### src/rtl/share_pkg.sv
package share_pkg;
  typedef struct packed {
    logic fall;
    logic rise;
  } strobe_evt_t;

  function automatic int unsigned span_of(input int unsigned base, input int unsigned code);
    return base << code;
  endfunction
endpackage

### src/rtl/share_sync.sv
module share_sync
  import share_pkg::*;
#(
  parameter int STAGES = 2
) (
  input  logic        clk,
  input  logic        rst_n,
  input  logic        async_in,
  output strobe_evt_t evt
);
  logic [STAGES-1:0] chain_q;
  logic              prev_q;

  generate
    for (genvar g = 0; g < STAGES; g++) begin : g_stage
      if (g == 0) begin : g_first
        always_ff @(posedge clk) begin
          if (!rst_n) chain_q[0] <= 1'b0;
          else        chain_q[0] <= async_in;
        end
      end else begin : g_next
        always_ff @(posedge clk) begin
          if (!rst_n) chain_q[g] <= 1'b0;
          else        chain_q[g] <= chain_q[g-1];
        end
      end
    end
  endgenerate

  always_ff @(posedge clk) begin
    if (!rst_n) prev_q <= 1'b0;
    else        prev_q <= chain_q[STAGES-1];
  end

  always_comb begin
    evt.fall = prev_q & ~chain_q[STAGES-1];
    evt.rise = ~prev_q & chain_q[STAGES-1];
  end
endmodule

### src/rtl/share_polarity_gate.sv
module share_polarity_gate (
  input  logic clk,
  input  logic rst_n,
  input  logic fall,
  input  logic pol,
  output logic start
);
  logic first_q;
  logic pol_q;

  assign start = fall & (first_q | (pol != pol_q));

  always_ff @(posedge clk) begin
    if (!rst_n) begin
      first_q <= 1'b1;
      pol_q   <= 1'b0;
    end else if (fall) begin
      first_q <= 1'b0;
      pol_q   <= pol;
    end
  end
endmodule

### src/rtl/share_interval_timer.sv
module share_interval_timer
  import share_pkg::*;
#(
  parameter int BASE_LEN = 16,
  parameter int SEL_W    = 2,
  localparam int MAX_LEN = BASE_LEN << ((1 << SEL_W) - 1),
  localparam int CNT_W   = (MAX_LEN > 2) ? $clog2(MAX_LEN) : 1
) (
  input  logic             clk,
  input  logic             rst_n,
  input  logic             start,
  input  logic [SEL_W-1:0] sel,
  output logic             active
);
  logic [CNT_W-1:0] cnt_q;
  logic [CNT_W-1:0] last_q;
  logic [CNT_W-1:0] last_val;

  assign last_val = CNT_W'(span_of(BASE_LEN, 32'(sel)) - 1);

  always_ff @(posedge clk) begin
    if (!rst_n) begin
      active <= 1'b0;
      cnt_q  <= '0;
      last_q <= '0;
    end else if (start) begin
      active <= 1'b1;
      cnt_q  <= '0;
      last_q <= last_val;
    end else if (active) begin
      if (cnt_q == last_q) active <= 1'b0;
      else                 cnt_q  <= cnt_q + 1'b1;
    end
  end
endmodule

### src/rtl/line_share_timer.sv
module line_share_timer
  import share_pkg::*;
#(
  parameter int BASE_LEN    = 16,
  parameter int SEL_W       = 2,
  parameter int SYNC_STAGES = 2
) (
  input  logic             clk,
  input  logic             rst_n,
  input  logic             load_strobe,
  input  logic             polarity,
  input  logic [SEL_W-1:0] len_sel,
  output logic             share_en,
  output logic             busy
);
  strobe_evt_t evt;
  logic        fall_evt;
  logic        rise_evt;
  logic        start_evt;
  logic        active;

  share_sync #(.STAGES(SYNC_STAGES)) u_sync (
    .clk      (clk),
    .rst_n    (rst_n),
    .async_in (load_strobe),
    .evt      (evt)
  );

  assign fall_evt = evt.fall;
  assign rise_evt = evt.rise;

  share_polarity_gate u_gate (
    .clk   (clk),
    .rst_n (rst_n),
    .fall  (fall_evt),
    .pol   (polarity),
    .start (start_evt)
  );

  share_interval_timer #(.BASE_LEN(BASE_LEN), .SEL_W(SEL_W)) u_timer (
    .clk    (clk),
    .rst_n  (rst_n),
    .start  (start_evt),
    .sel    (len_sel),
    .active (active)
  );

  assign share_en = active;
  assign busy     = active | fall_evt;
endmodule

### config.mk
export PLATFORM = sky130hd
export DESIGN_NAME = line_share_timer
export DESIGN_NICKNAME = d
export VERILOG_FILES = /design/src/rtl/share_pkg.sv /design/src/rtl/share_sync.sv /design/src/rtl/share_polarity_gate.sv /design/src/rtl/share_interval_timer.sv /design/src/rtl/line_share_timer.sv
export SDC_FILE = /design/constraint.sdc
export NUM_CORES = 1
export LEC_CHECK = 0
export BUFFER_PORTS_ARGS = -buffer_cell sky130_fd_sc_hd__clkbuf_2
export CORE_AREA = 2 2 40 42
export DETAILED_ROUTE_END_ITERATION = 10
export DIE_AREA = 0 0 42 44
export GPL_TIMING_DRIVEN = 0
export PLACE_DENSITY = 0.71
export SLEW_MARGIN = 20
export SYNTH_ARGS = -nofsm -noshare
export SYNTH_HDL_FRONTEND = slang
export SYNTH_SLANG_ARGS = --single-unit
### constraint.sdc
create_clock -name clk -period 3.5 [get_ports clk]
set_input_delay 0.35 -clock clk [delete_from_list [all_inputs] [get_ports clk]]
set_output_delay 0.35 -clock clk [all_outputs]
set_load 0.01 [all_outputs]
# After elaboration in Yosys (flattened, before gate mapping)
# Cells that the tools add are included.
# word_totals
reg_bits,20
output_inout_bits,2
# classes
bitwise_logic,7
n_mux,3
shift,1
n_eq_ne,2
add_sub_neg,2
n_reduce_logical,2
# ops
op,count
"7-bit by 1-bit adder with 7-bit output, second input constant",1
7-bit == test,1
"5-bit by 2-bit << shifter with 7-bit output, first input constant",1
"7-bit by 1-bit subtractor with 7-bit output, second input constant",1
1-bit 2-to-1 mux,3
1-bit NOT,3
1-bit bitwise AND,2
1-bit OR,2
2-bit AND reduction,1
2-bit OR reduction,1
1-bit inequality test,1

# Logic depth before layout (Yosys ltp)
# logic_depth
ltp_word,4
depth_mapped,6
depth_no_buf,6

# By module
# Synthesis repeated with hierarchy kept, for this count alone.
# hier_totals
cells_unflattened,77
area_unflattened_um2,754.5
# modules_own_cells
module,seq_area_each_um2,area_per_inst_um2,n_inst,cells_each
share_interval_timer,240.2,575.6,1,60
share_sync,60.1,91.3,1,8
share_polarity_gate,40.0,81.3,1,8
line_share_timer,0.0,6.3,1,1

# Worst setup path after synthesis
# OpenSTA, ideal clock, no wires.
# synth_timing
path_kind,register to register
startpoint,reg u_timer.cnt_q[2]
endpoint,reg u_timer.cnt_q[1]
path_slack_ns,1.984
synth_period_minus_slack_ns,1.516
t_arrival_ns,1.396
n_path_buf,0
setup_time_ns,0.120
path_stages_with_launch,6
path_cell_list,dfxtp_1 -> or4_1 -> o22ai_2 -> a21boi_1 -> mux2i_1 -> nor2_1
# synth_between
elab_chain_len,3
# synth_lines
item,line_no,source
"start, declared",share_interval_timer.sv:15,logic [CNT_W-1:0] cnt_q;
"start signal, assigned",share_interval_timer.sv:32,else cnt_q <= cnt_q + 1'b1;
7-bit == test,share_interval_timer.sv:31,if (cnt_q == last_q) active <= 1'b0;
1-bit NOT (no source line),--,
2-bit AND reduction (no source line),--,
# Every way passes these cells.
# A chain may end at the register's enable or synchronous reset.

# Worst setup path after layout
# layout_timing
startpoint,reg u_timer.cnt_q[2]
endpoint,reg u_timer.cnt_q[5]
# layout_between
elab_chain_len,3
word_cells_on_any_way,4
cone_classes,add/sub: 1; eq/ne: 1; bitwise: 1; reduce/logical: 1
# layout_lines
item
"parallel branches: the longest is 3 deep, another holds 7-bit by 1-bit adder with 7-bit output"
# Several ways; the timed one is not identified.

==> flow_metrics.env <==
export IMPL_start_util_pct=51.0
export IMPL_antenna_diode_count=0
export IMPL_nFillCells=132
export IMPL_finalSetupViolCount=0
export IMPL_grt_pass1_vias=536
export IMPL_synth_seq_area_share_pct=47.1
export IMPL_yosysUniqueCellTypes=27
export IMPL_ir_drop_v=0.000295
export IMPL_wire_per_inst_um=11.6
export IMPL_max_stage_delay_ns=0.54
export IMPL_ios=8
export IMPL_cp_slowest_cell="or4_1"
export IMPL_synth_compound_area_share_pct=14.9
export IMPL_fin_skew_ns=0.000940
export IMPL_crit_fanout=5
export IMPL_drive_gt1_share_pct=12.5
export IMPL_coreArea_mm2=0.00142
export IMPL_r2r_end="u_timer.cnt_q[5]"
export IMPL_die_width_um=42
export IMPL_syn_num_nets=84
export IMPL_ys_warn_count=0
export IMPL_p_leak_nw=0.332
export IMPL_worstSkewPairLatency_ns=0.29
export IMPL_synth_area_mux_share_pct=4.15
export IMPL_cts_root_buf="clkbuf_4"
export IMPL_drc=0
export IMPL_clk_pin_slew_worst_paths_ns=0.09
export IMPL_outcome="complete, no violations"
export IMPL_p_clk_share_pct=32.5
export IMPL_synth_fa_ha_area_share_pct=1.73
export IMPL_synth_top_family_by_area="simple AND/OR/NAND/NOR gates"
export IMPL_crit_end="u_timer.cnt_q[5]"
export IMPL_r2r_cells=5
export IMPL_syn_cell_area_um2=723
export IMPL_fin_ws_ns=1.85
export IMPL_cp_data_arrival_time_ns=1.83
export IMPL_worst_path_buf_inv=0
export IMPL_place_ws_ns=1.87
export IMPL_tritoncts="done"
export IMPL_yosys_area_share_simple_pct=21.5
export IMPL_p_int_mw=0.249
export IMPL_nets=96
export IMPL_antenna_found_initial=0
export IMPL_ys_ff_latch=17
export IMPL_routed_wl_mm=1.21
export IMPL_slew_violations=0
export IMPL_hold_viol_final=0
export IMPL_grt_max_degree=11
export IMPL_p_total_mw=0.320
export IMPL_regToRegSetupSlack_ns=1.85
export IMPL_rsz0062_at_grt="false"
export IMPL_crit_top_cell="or4_1"
export IMPL_maxCapViolations=0
export IMPL_worst_setup_path_type="reg2reg"
export IMPL_cts_resized=0
export IMPL_die_area_mm2=0.00185
export IMPL_start_kind="flop"
export IMPL_numCtsBuffers=3
export IMPL_p_sw_mw=0.0709
export IMPL_syn_area_per_cell_um2=9.39
export IMPL_cts_setup_buffers=0
export IMPL_grt_pass1_wl_mm=2.21
export IMPL_port_buffers=7
export IMPL_fin_crit_sh_pct=47.2
export IMPL_endpoint_kind="flop"
export IMPL_critPathLaunch="u_timer.cnt_q[2]"
export IMPL_place_hpwl_um=919
export IMPL_grt_use_total_pct=16.1
export IMPL_ctsLongestPathBuffers=2
export IMPL_crit_required_ns=3.68
export IMPL_p_sw_share_pct=22.2
export IMPL_finalSetupTns_ns=0
export IMPL_die_y_um=44
export IMPL_ctsHoldBuffers=0
export IMPL_dr_pass1_iters=4
export IMPL_place_area_um2=778
export IMPL_avgViaCountPerCell=5.41
export IMPL_cp_depth=5
export IMPL_cts_sinks=17
export IMPL_rr_startpoint="u_timer.cnt_q[2]"
export IMPL_postLayoutCoreUtil_pct=56.7
export IMPL_synth_xor_area_share_pct=9.69
export IMPL_critPathTopFamily="simple AND/OR/NAND/NOR gates"
export IMPL_max_freq_mhz=605
export IMPL_postLayoutCellArea_um2=805
export IMPL_h_tree_depth=1
export IMPL_gp_congestion=0.723
export IMPL_powerDensity_mw_per_mm2=398
export IMPL_power_frac_seq_pct=62.1
export IMPL_rows=14
export IMPL_grt_ovfl_total=0
export IMPL_pwr_share_comb_pct=5.4
export IMPL_fin_crit_ns=1.65
export IMPL_netlist_instances=77
export IMPL_path_cells="or4_1 > o22ai_2 > a21bo_1 > or4_1 > a21oi_1"
export IMPL_initialDrtViolationCount=5
export IMPL_ant_nets=0
export IMPL_hold_path_class="in2reg"
export IMPL_hold_depth=2
export IMPL_worstMarginPinSlew_ns=0.555
export IMPL_vias=563
export IMPL_syn_to_final_growth_pct=11.2
export IMPL_max_slew_margin_pct=62.9
[registers in the layout, summed over array words and instances, names as in the netlist]
signal / count
u_timer.last_q: 4
u_sync.prev_q: 1
u_timer.cnt_q: 7
u_gate.first_q: 1
u_gate.pol_q: 1
u_timer.active: 1
u_sync.chain_q: 2
[power by group through the flow]
stage | combinational (mW) | clock [mW] | sequential (mW)
finish | 0.0173 | 0.104 | 0.199
global route | 0.0195 | 0.116 | 0.199
CTS | 0.0177 | 0.107 | 0.199
detailed placement | 0.0176 | 0 | 0.203
global placement | 0.0173 | 0 | 0.203
floorplan | 0.0111 | 0 | 0.203
[worst min-delay path by stage]
stage	startpoint	to
after floorplan	u_sync.chain_q[0]	u_sync.chain_q[1]
after global placement	u_sync.chain_q[0]	u_sync.chain_q[1]
after detailed placement	u_sync.chain_q[0]	u_sync.chain_q[1]
after CTS	load_strobe	u_sync.chain_q[0]
after global routing	load_strobe	u_sync.chain_q[0]
final	load_strobe	u_sync.chain_q[0]
[cells in the final DEF (no fill, tap or decap), types with 2 or more instances in the layout]
cell,instances
and2_1,4
a21boi_0,2
nand3_1,2
a21oi_1,4
mux2i_1,3
clkbuf_2,7
nor2_1,6
or4_1,2
dfxtp_1,17
o21ai_0,2
xor2_1,4
xnor2_1,4
clkbuf_4,3
nand2_1,9
nand2b_1,3
clkbuf_1,2
nor2b_1,2
[stage by stage]
step                instances  hold WS [ns]
floorplan                  77         0.412
global placement          100         0.428
finish                    104         0.265
CTS                       104         0.267
global route              104         0.264
detailed placement        100         0.431
[synthesized netlist by cell type]
master | instances | area [µm²]
o22ai_2 | 1 | 12.5
o21bai_1 | 1 | 7.51
a211oi_1 | 1 | 7.51
nor2b_1 | 2 | 12.5
a21oi_1 | 4 | 20.0
nand4_1 | 1 | 6.26
clkbuf_1 | 1 | 3.75
o31ai_1 | 1 | 7.51
ha_1 | 1 | 12.5
a21boi_0 | 2 | 15.0
inv_1 | 1 | 3.75
o21ai_0 | 2 | 10.0
and2_1 | 4 | 25.0
nand2_1 | 9 | 33.8
mux2i_1 | 3 | 30.0
xor2_1 | 4 | 35.0
nor3_1 | 1 | 5.00
o311a_1 | 1 | 10.0
or3_1 | 1 | 6.26
nand3_1 | 2 | 10.0
a21bo_1 | 1 | 10.0
dfxtp_1 | 17 | 340
xnor2_1 | 4 | 35.0
a21boi_1 | 1 | 7.51
nand2b_1 | 3 | 18.8
or4_1 | 2 | 15.0
nor2_1 | 6 | 22.5
[metal layers]
| metal | wire (µm) | part of all wire (%) | track usage (%) | up-vias |
|---|---|---|---|---|
| met4 | 21 | 1.7 | 9.68 | 0 |
| met5 | 0 | 0 | 0 | - |
| met2 | 619 | 51 | 28.4 | 8 |
| met3 | 34 | 2.8 | 3.75 | 4 |
| met1 | 533 | 44 | 17.6 | 263 |
| li1 | - | - | - | 288 |
[final cells by class]
| class | count | area (µm²) | share of cell area, % |
|---|---|---|---|
| buffer | 1 | 3.75 | 0.467 |
| clock buffer | 4 | 26.3 | 3.27 |
| inverter | 1 | 3.75 | 0.467 |
| multi-input combinational | 58 | 375 | 46.7 |
| sequential | 17 | 340 | 42.3 |
| tap | 16 | 20.0 | 2.49 |
| timing repair buffer | 7 | 35.0 | 4.35 |
[cells by family after synthesis]
group,Yosys count
compound gates,15
xor+xnor,8
fa+ha+maj,1
buf+inv,2
flops,17
mux,3
simple gates,31
[worst register-to-register path: stages, from the launching register on]
cell	delay, ns
dfxtp_1	0.36
or4_1	0.54
o22ai_2	0.24
a21bo_1	0.23
or4_1	0.13
a21oi_1	0.05
No activity file was read; power rests on OpenSTA's default activity.
